--- config.mk ---
export PLATFORM = sky130hd
export DESIGN_NAME = rtc_calendar_core
export DESIGN_NICKNAME = d
export VERILOG_FILES = /design/src/rtl/rtc_cal_pkg.sv /design/src/rtl/rtc_count_step.sv /design/src/rtl/rtc_hour_step.sv /design/src/rtl/rtc_update_timer.sv /design/src/rtl/rtc_user_ram.sv /design/src/rtl/rtc_calendar_core.sv
export SDC_FILE = /design/constraint.sdc
export NUM_CORES = 1
export LEC_CHECK = 0
export BUFFER_PORTS_ARGS = -buffer_cell sky130_fd_sc_hd__buf_2
export CAP_MARGIN = 40
export CORE_MARGIN = 2
export CORE_UTILIZATION = 40
export CTS_CLUSTER_SIZE = 14
export DETAILED_ROUTE_END_ITERATION = 10
export SLEW_MARGIN = 25
export SYNTH_ARGS = -nofsm -noshare
export SYNTH_HDL_FRONTEND = slang
export SYNTH_SLANG_ARGS = --single-unit
--- constraint.sdc ---
create_clock -name clk -period 6.2 [get_ports clk]
set_input_delay 0.93 -clock clk [delete_from_list [all_inputs] [get_ports clk]]
set_output_delay 0.93 -clock clk [all_outputs]
set_load 0.02 [all_outputs]
--- src/rtl/rtc_cal_pkg.sv ---
`timescale 1ns/1ps
// Package rtc_cal_pkg
// Shared field encode/decode helpers and month-length rule for the
// calendar core. Assumes field values below 100 and a valid month.
package rtc_cal_pkg;

    localparam int BYTE_W = 8;

    // Turn a stored field into a plain number (BCD or binary storage).
    function automatic logic [6:0] field_dec(input logic [7:0] v, input logic bin);
        if (bin) return v[6:0];
        return 7'(v[7:4] * 10 + v[3:0]);
    endfunction

    // Turn a plain number into the stored representation.
    function automatic logic [7:0] field_enc(input logic [6:0] n, input logic bin);
        if (bin) return {1'b0, n};
        return {4'(n / 10), 4'(n % 10)};
    endfunction

    // Last day of a month; a year divisible by four gives a long February.
    function automatic logic [6:0] month_days(input logic [6:0] mon, input logic [6:0] yr);
        case (mon)
            7'd2:                       return (yr[1:0] == 2'd0) ? 7'd29 : 7'd28;
            7'd4, 7'd6, 7'd9, 7'd11:    return 7'd30;
            default:                    return 7'd31;
        endcase
    endfunction

endpackage

--- src/rtl/rtc_count_step.sv ---
`timescale 1ns/1ps
// Module rtc_count_step
// Combinational one-step advance of a single calendar field. When en is
// high the field moves up by one, or back to LO once it has reached top,
// and wrap reports that carry. When en is low the field passes through.
// Assumes the stored value is in range for the selected encoding.
module rtc_count_step
    import rtc_cal_pkg::*;
#(
    parameter logic [6:0] LO = 7'd0
) (
    input  logic [7:0] cur,
    input  logic [6:0] top,
    input  logic       bin,
    input  logic       en,
    output logic [7:0] nxt,
    output logic       wrap
);
    logic [6:0] num;

    // Decode, compare against the limit and re-encode the next value.
    always_comb begin
        num  = field_dec(cur, bin);
        wrap = en && (num >= top);
        if (!en)             nxt = cur;
        else if (num >= top) nxt = field_enc(LO, bin);
        else                 nxt = field_enc(num + 7'd1, bin);
    end
endmodule

--- src/rtl/rtc_hour_step.sv ---
`timescale 1ns/1ps
// Module rtc_hour_step
// Combinational one-step advance of the hour field in 24-hour or 12-hour
// form. In 12-hour form bit 7 is the PM flag; 11 toggles it on the way to
// 12, and the day carries only when 11 PM moves on to 12 AM.
// Assumes a valid stored hour for the selected mode.
module rtc_hour_step
    import rtc_cal_pkg::*;
(
    input  logic [7:0] cur,
    input  logic       bin,
    input  logic       h24,
    input  logic       en,
    output logic [7:0] nxt,
    output logic       carry
);
    logic [6:0] hr;
    logic       pm;
    logic [7:0] enc;

    // Choose the next hour and decide whether the day carries.
    always_comb begin
        hr    = field_dec({1'b0, cur[6:0]}, bin);
        pm    = cur[7];
        nxt   = cur;
        carry = 1'b0;
        enc   = 8'd0;
        if (en) begin
            if (h24) begin
                if (hr >= 7'd23) begin
                    nxt   = field_enc(7'd0, bin);
                    carry = 1'b1;
                end else begin
                    nxt = field_enc(hr + 7'd1, bin);
                end
            end else if (hr == 7'd11) begin
                enc   = field_enc(7'd12, bin);
                nxt   = {~pm, enc[6:0]};
                carry = pm;
            end else if (hr >= 7'd12) begin
                enc = field_enc(7'd1, bin);
                nxt = {pm, enc[6:0]};
            end else begin
                enc = field_enc(hr + 7'd1, bin);
                nxt = {pm, enc[6:0]};
            end
        end
    end
endmodule

--- src/rtl/rtc_update_timer.sv ---
`timescale 1ns/1ps
// Module rtc_update_timer
// Opens the update window on an accepted second strobe. The window flag
// rises the next cycle, the advance strobe fires LEAD cycles after that,
// and the window stays open HOLD more cycles. Freeze drops the window at
// once and blocks the advance. Strobes seen inside a window are dropped.
module rtc_update_timer #(
    parameter int LEAD = 4,
    parameter int HOLD = 2
) (
    input  logic clk,
    input  logic rst_n,
    input  logic pulse,
    input  logic freeze,
    output logic uip,
    output logic step
);
    localparam int LAST = LEAD + HOLD;
    localparam int CW   = $clog2(LAST + 1);

    logic          busy_q;
    logic [CW-1:0] cnt_q;

    // Window state: open on a strobe, count through, close at the end.
    always_ff @(posedge clk) begin
        if (!rst_n) begin
            busy_q <= 1'b0;
            cnt_q  <= '0;
        end else if (freeze) begin
            busy_q <= 1'b0;
            cnt_q  <= '0;
        end else if (busy_q) begin
            if (cnt_q == CW'(LAST)) busy_q <= 1'b0;
            else                    cnt_q  <= cnt_q + 1'b1;
        end else if (pulse) begin
            busy_q <= 1'b1;
            cnt_q  <= '0;
        end
    end

    assign uip  = busy_q;
    assign step = busy_q && !freeze && (cnt_q == CW'(LEAD));

    // an accepted strobe opens the window on the next cycle.
    a_r8_pulse_opens_uip: assert property (@(posedge clk) disable iff (!rst_n)
        (pulse && !freeze && !busy_q) |=> uip);

    // the set bit closes the window by the following cycle.
    a_r7_set_drops_uip: assert property (@(posedge clk) disable iff (!rst_n)
        freeze |=> !uip);
endmodule

--- src/rtl/rtc_user_ram.sv ---
`timescale 1ns/1ps
// Module rtc_user_ram
// General-purpose byte store occupying indices BASE..BASE+DEPTH-1 of the
// host index space. Reads and writes outside that span miss: they return
// zero and change nothing. Cleared by reset.
module rtc_user_ram #(
    parameter int BASE  = 14,
    parameter int DEPTH = 50,
    parameter int IW    = 8
) (
    input  logic          clk,
    input  logic          rst_n,
    input  logic [IW-1:0] idx,
    input  logic          we,
    input  logic [7:0]    wdata,
    output logic [7:0]    rdata
);
    logic [7:0] mem [DEPTH];
    logic       hit;
    logic [IW-1:0] rel;

    assign hit = (idx >= IW'(BASE)) && (idx < IW'(BASE + DEPTH));
    assign rel = idx - IW'(BASE);

    // One storage byte per slot, each with its own address match.
    for (genvar g = 0; g < DEPTH; g++) begin : g_byte
        always_ff @(posedge clk) begin
            if (!rst_n)                          mem[g] <= 8'd0;
            else if (we && idx == IW'(BASE + g)) mem[g] <= wdata;
        end
    end

    // Read mux: the addressed byte on a hit, zero otherwise.
    always_comb begin
        rdata = 8'd0;
        for (int k = 0; k < DEPTH; k++)
            if (hit && rel == IW'(k)) rdata = mem[k];
    end
endmodule

--- src/rtl/rtc_calendar_core.sv ---
`timescale 1ns/1ps
// Module rtc_calendar_core
// Time-of-day and calendar keeper behind an indexed byte port. Holds the
// time, alarm and control bytes, runs the once-per-second carry chain in
// one cycle inside the update window, and maps the user RAM behind the
// status bytes. Assumes sec_pulse is a one-cycle strobe and that software
// loads values valid for the selected modes; no conversion on mode change.
module rtc_calendar_core
    import rtc_cal_pkg::*;
#(
    parameter int LEAD      = 4,
    parameter int HOLD      = 2,
    parameter int RAM_BASE  = 14,
    parameter int RAM_DEPTH = 50
) (
    input  logic       clk,
    input  logic       rst_n,
    input  logic       sec_pulse,
    input  logic       idx_we,
    input  logic       data_we,
    input  logic [7:0] wdata,
    output logic [7:0] rdata
);
    localparam int NTIME = 10;
    localparam int IX_CA = 10;
    localparam int IX_CB = 11;
    localparam int IX_SC = 12;
    localparam int IX_SD = 13;
    localparam int IW    = BYTE_W;

    localparam int F_SEC = 0, F_MIN = 2, F_HR = 4, F_DOW = 6, F_DOM = 7, F_MON = 8, F_YR = 9;

    logic [IW-1:0] idx_q;
    logic [7:0]    t_q   [NTIME];
    logic [7:0]    adv   [NTIME];
    logic [6:0]    ctla_q;
    logic [7:0]    ctlb_q;

    logic bin, h24, uip, step;
    logic w_sec, w_min, c_hr, w_dow, w_dom, w_mon, w_yr;
    logic [6:0] dom_top;
    logic [7:0] ram_rd;

    assign bin = ctlb_q[2];
    assign h24 = ctlb_q[1];

    rtc_update_timer #(.LEAD(LEAD), .HOLD(HOLD)) u_timer (
        .clk(clk), .rst_n(rst_n), .pulse(sec_pulse), .freeze(ctlb_q[7]),
        .uip(uip), .step(step));

    // Carry chain: each field steps only when the one below it wraps.
    rtc_count_step #(.LO(7'd0)) u_sec (.cur(t_q[F_SEC]), .top(7'd59), .bin(bin),
        .en(step), .nxt(adv[F_SEC]), .wrap(w_sec));
    rtc_count_step #(.LO(7'd0)) u_min (.cur(t_q[F_MIN]), .top(7'd59), .bin(bin),
        .en(w_sec), .nxt(adv[F_MIN]), .wrap(w_min));
    rtc_hour_step u_hr (.cur(t_q[F_HR]), .bin(bin), .h24(h24), .en(w_min),
        .nxt(adv[F_HR]), .carry(c_hr));
    rtc_count_step #(.LO(7'd1)) u_dow (.cur(t_q[F_DOW]), .top(7'd7), .bin(bin),
        .en(c_hr), .nxt(adv[F_DOW]), .wrap(w_dow));

    assign dom_top = month_days(field_dec(t_q[F_MON], bin), field_dec(t_q[F_YR], bin));

    rtc_count_step #(.LO(7'd1)) u_dom (.cur(t_q[F_DOM]), .top(dom_top), .bin(bin),
        .en(c_hr), .nxt(adv[F_DOM]), .wrap(w_dom));
    rtc_count_step #(.LO(7'd1)) u_mon (.cur(t_q[F_MON]), .top(7'd12), .bin(bin),
        .en(w_dom), .nxt(adv[F_MON]), .wrap(w_mon));
    rtc_count_step #(.LO(7'd0)) u_yr  (.cur(t_q[F_YR]), .top(7'd99), .bin(bin),
        .en(w_mon), .nxt(adv[F_YR]), .wrap(w_yr));

    // Alarm bytes are storage only and never advance.
    assign adv[1] = t_q[1];
    assign adv[3] = t_q[3];
    assign adv[5] = t_q[5];

    // Time and alarm bytes: a host write wins, else take the advanced value.
    always_ff @(posedge clk) begin
        for (int i = 0; i < NTIME; i++) begin
            if (!rst_n)                             t_q[i] <= (i >= F_DOW && i <= F_MON) ? 8'd1 : 8'd0;
            else if (data_we && idx_q == IW'(i))    t_q[i] <= wdata;
            else if (step)                          t_q[i] <= adv[i];
        end
    end

    // Control bytes and index register; bit 7 of control A is not stored.
    always_ff @(posedge clk) begin
        if (!rst_n) begin
            ctla_q <= 7'd0;
            ctlb_q <= 8'h02;
            idx_q  <= '0;
        end else begin
            if (data_we && idx_q == IW'(IX_CA)) ctla_q <= wdata[6:0];
            if (data_we && idx_q == IW'(IX_CB)) ctlb_q <= wdata;
            if (idx_we)                         idx_q  <= wdata;
        end
    end

    rtc_user_ram #(.BASE(RAM_BASE), .DEPTH(RAM_DEPTH), .IW(IW)) u_ram (
        .clk(clk), .rst_n(rst_n), .idx(idx_q), .we(data_we), .wdata(wdata),
        .rdata(ram_rd));

    // Read mux over the whole index space.
    always_comb begin
        if (idx_q < IW'(NTIME))        rdata = t_q[idx_q[3:0]];
        else if (idx_q == IW'(IX_CA))  rdata = {uip, ctla_q};
        else if (idx_q == IW'(IX_CB))  rdata = ctlb_q;
        else if (idx_q == IW'(IX_SC))  rdata = 8'h00;
        else if (idx_q == IW'(IX_SD))  rdata = 8'h80;
        else                           rdata = ram_rd;
    end

    logic wr_sec;
    assign wr_sec = data_we && (idx_q == IW'(F_SEC));

    // seconds only move without a host write while the window is open.
    a_r8_step_inside_uip: assert property (@(posedge clk) disable iff (!rst_n)
        ((t_q[F_SEC] != $past(t_q[F_SEC])) && !$past(wr_sec)) |-> $past(uip));

    // with the set bit held, seconds stay put unless the host writes them.
    a_r7_set_freezes: assert property (@(posedge clk) disable iff (!rst_n)
        (ctlb_q[7] && $past(ctlb_q[7]) && !$past(wr_sec)) |-> (t_q[F_SEC] == $past(t_q[F_SEC])));

    // alarm seconds change only through a host write.
    a_r1_alarm_static: assert property (@(posedge clk) disable iff (!rst_n)
        !$past(data_we) |-> $stable(t_q[1]));
endmodule

==> run_results.csv <==
group,metric,value,unit
timing,period_needed,6.11,ns
cts,cts_tree,"built",
finish,fin_util,45.0,%
finish,drive_gt1_share,13.6,%
synthesis,synthCells,3316,
cts,clock_sinks,511,
timing,relSlewSlack,38.3,%
timing,skew,0.0498,ns
critical_path,critPathKind,"reg2out",
synthesis,synthFlopType,"edfxtp_1",
global_route,first_global_vias,27600,
critical_path,path_max_fanout,38,
synthesis,synth.distinct_cells,130,
synthesis,synthesis.area,0.0330,mm2
finish,syn_to_final_growth,11.7,%
min_path,min_from,"ctla_q[1]",
synthesis,ys_seq_elements,511,
synthesis,seq_area_frac_synth,45.5,%
drt,via_per_inst,6.51,
cts,cts-root-buf,"clkbuf_16",
die,core_area,0.0820,mm2
outcome,status,"complete, no violations",
pwr,internal-power,0.00645,W
critical_path,startpoint,"idx_q[1]",
drt,wl_per_cell,27.1,um
critical_path,rr_worst_depth,23,
die,start_util,40.3,%
pwr,pwr-share-seq,42.5,%
die,fp.dieW,291,um
finish,final_cell_mix,"edfxtp_1, and3_1, nand2_1",
min_path,holdPathEnd,"ctla_q[1]",
critical_path,setup.worst_path.start_class,"flop",
global_route,antenna_found_initial,5,
die,die_h,291,um
synthesis,synth_edf_count,480,
place,place_hpwl,83300,um
global_route,grt_pass1_wl,180000,um
place,port_buffers,20,
drt,num_vias,28900,
cts,numCtsBuffers,55,
timing,fin_crit_sh,98.5,%
die,die_area,0.0849,mm2
drt,drt_iter0_drc,3740,
critical_path,timing.rr.start,"t_q[8][5]",
timing,tightest_slew,0.926,ns
critical_path,worstPathArrival,5.18,ns
synthesis,synth_nets,3441,
min_path,hold_depth,2,
drt,drt_pass1_iterations,6,
place,place_congestion,0.991,
drt,drc,0,
pwr,power_switching,0.00292,W
drt,postRouteAntennaNets,0,
cts,h-tree-depth,2,
pwr,pwr-share-comb,23.2,%
timing,hold_viol,0,
pwr,power_density,254,mW/mm2
min_path,min_path_type,"reg2reg",
finish,nFillCells,7742,
finish,n_antenna_cell,0,
timing,finalMaxSlewViolations,0,
cts,ctsHoldBuffers,0,
timing,fmax,164,MHz
synthesis,async_flop_share,0,%
finish,final_nets,3452,
critical_path,endpoint_kind,"output pin",
critical_path,worstPathRequired,5.27,ns
pwr,p_sw_share,31.2,%
global_route,grt_max_degree,96,
drt,routed_wl,120000,um
pwr,p_leak,14.9,nW
global_route,grt_usage,27.8,%
synthesis,yosys_warnings,0,
synthesis,avgSynthCellArea,9.96,um2
cts,clkSlewWorstSetupHoldPaths,0.06,ns
critical_path,worst-r2r-setup-slack,0.43,ns
cts,clk_path_buf_depth,3,
die,row_count,105,
timing,tns,0,ns
die,io_pins,21,
critical_path,worstReg2RegEnd,"t_q[8][3]",
global_route,grt.overflow.total,0,
finish,final_common_cell,"edfxtp_1",
timing,finalSetupViolations,0,
timing,rsz0062_at_grt,"no",
pwr,clockPowerShare,34.3,%
job,cap_violations,0,
cts,clkLatencyLatePin,0.65,ns
pwr,peakVddDrop,0.205,mV
==> power by group through the flow <==
stage / clock network (W) / logic [W] / registers, W
after floorplan: 0 / 0.00154 / 0.00401
after global placement: 0 / 0.00210 / 0.00405
after detailed placement: 0 / 0.00212 / 0.00405
after CTS: 0.00323 / 0.00213 / 0.00398
after global routing: 0.00335 / 0.00238 / 0.00399
final: 0.00322 / 0.00217 / 0.00398
==> cells in the mapped netlist, types with 13 or more instances <==
library cell / count / share of area, %
a211oi_1: 50 / 1.1
a21o_1: 15 / 0.34
a21oi_1: 157 / 2.4
a221o_1: 14 / 0.42
a221oi_1: 35 / 0.93
a22o_1: 18 / 0.48
a22oi_1: 26 / 0.59
a31oi_1: 29 / 0.55
a32oi_1: 14 / 0.37
and2_1: 35 / 0.66
and3_1: 445 / 8.4
clkbuf_1: 220 / 2.5
dfxtp_1: 31 / 1.9
edfxtp_1: 480 / 44
fa_1: 13 / 0.79
ha_1: 99 / 3.7
inv_1: 71 / 0.81
mux2_2: 19 / 0.65
mux2i_1: 41 / 1.2
mux4_2: 16 / 1.1
nand2_1: 282 / 3.2
nand2b_1: 26 / 0.49
nand3_1: 78 / 1.2
nand4_1: 24 / 0.45
nor2_1: 200 / 2.3
nor2b_1: 22 / 0.42
nor3_1: 61 / 0.92
nor4_1: 24 / 0.45
o211ai_1: 37 / 0.84
o21a_1: 18 / 0.41
o21ai_0: 196 / 3.0
o21ai_1: 16 / 0.24
o221ai_1: 41 / 1.1
o22ai_1: 49 / 0.93
o31a_1: 14 / 0.37
o31ai_1: 28 / 0.64
or2_2: 13 / 0.25
or3_1: 13 / 0.25
xnor2_1: 43 / 1.1
xor2_1: 15 / 0.40
==> cell type report <==
class / count / area (um2) / share of cell area, %
clock buffer: 67 / 1480 / 4.02
clock inverter: 33 / 236 / 0.641
inverter: 81 / 309 / 0.837
multi-input combinational: 2468 / 16800 / 45.5
sequential: 511 / 15000 / 40.7
tap: 1070 / 1340 / 3.63
timing repair buffer: 210 / 1700 / 4.62
==> worst max path at each step <==
stage                     end  slack (ns)
global route        t_q[9][2]        0.02
CTS                  rdata[1]      -0.007
floorplan           t_q[8][3]        0.40
finish               rdata[1]        0.09
global placement     rdata[1]        0.38
detailed placement  t_q[8][3]        0.45
==> registers in the layout, indices dropped and copies added, names as in the netlist, named ones only <==
register	flops
idx_q	8
u_ram.mem	400
t_q	80
u_timer.uip	1
ctla_q	7
u_timer.cnt_q	3
ctlb_q	8
==> logic make-up (layout without fill, tap and decap cells) <==
kind of cell	count (synthesis)	in the layout	share of synthesized area, %
and+or+nand+nor	1294	1294	20.9
muxes	83	83	3.29
AOI/OAI and AO/OA	912	912	19.6
buffers and inverters	337	391	4.15
DFF	511	511	45.5
adders and majority gates	113	113	4.57
xor gates and xnor gates	66	66	1.93
==> metal layers <==
metal  share of wire [%]  GRT usage (%)
met5               0.022              0
met4                 4.0           10.0
met3                 9.7           4.79
met2                  45           42.8
met1                  42           39.2
==> stage by stage <==
step,area [um2],instances,worst slack (ns),hold WS [ns],total power (W)
6_report,36900,4440,0.0919,0.458,0.00937
4_1_cts,36800,4434,-0.00726,0.458,0.00933
2_1_floorplan,33000,3316,0.397,0.436,0.00555
5_1_grt,36900,4440,0.0180,0.469,0.00971
3_3_place_gp,34800,4319,0.383,0.442,0.00615
3_5_place_dp,35000,4334,0.445,0.450,0.00617
==> critical path, stage by stage, from the launching register on <==
cell and delay, ns:
dfxtp_2 0.32, buf_6 0.24, or4b_2 0.79, or4_1 0.62
o211ai_1 0.39, nand4_1 0.20, o211ai_1 0.19, and3_1 0.28
o22ai_1 0.12, a221o_1 0.35, o21ai_0 0.13, a21oi_1 0.15
o21ai_2 0.25, a31oi_1 0.25, buf_2 0.24
==> what timing repair did <==
action / CTS / global route
endpoints found under the setup margin: 3 / 5
resized for setup: 3 / 9
setup buffers: 0 / 0
pin swaps: 0 / 0
(Power assumes the default switching activity.)
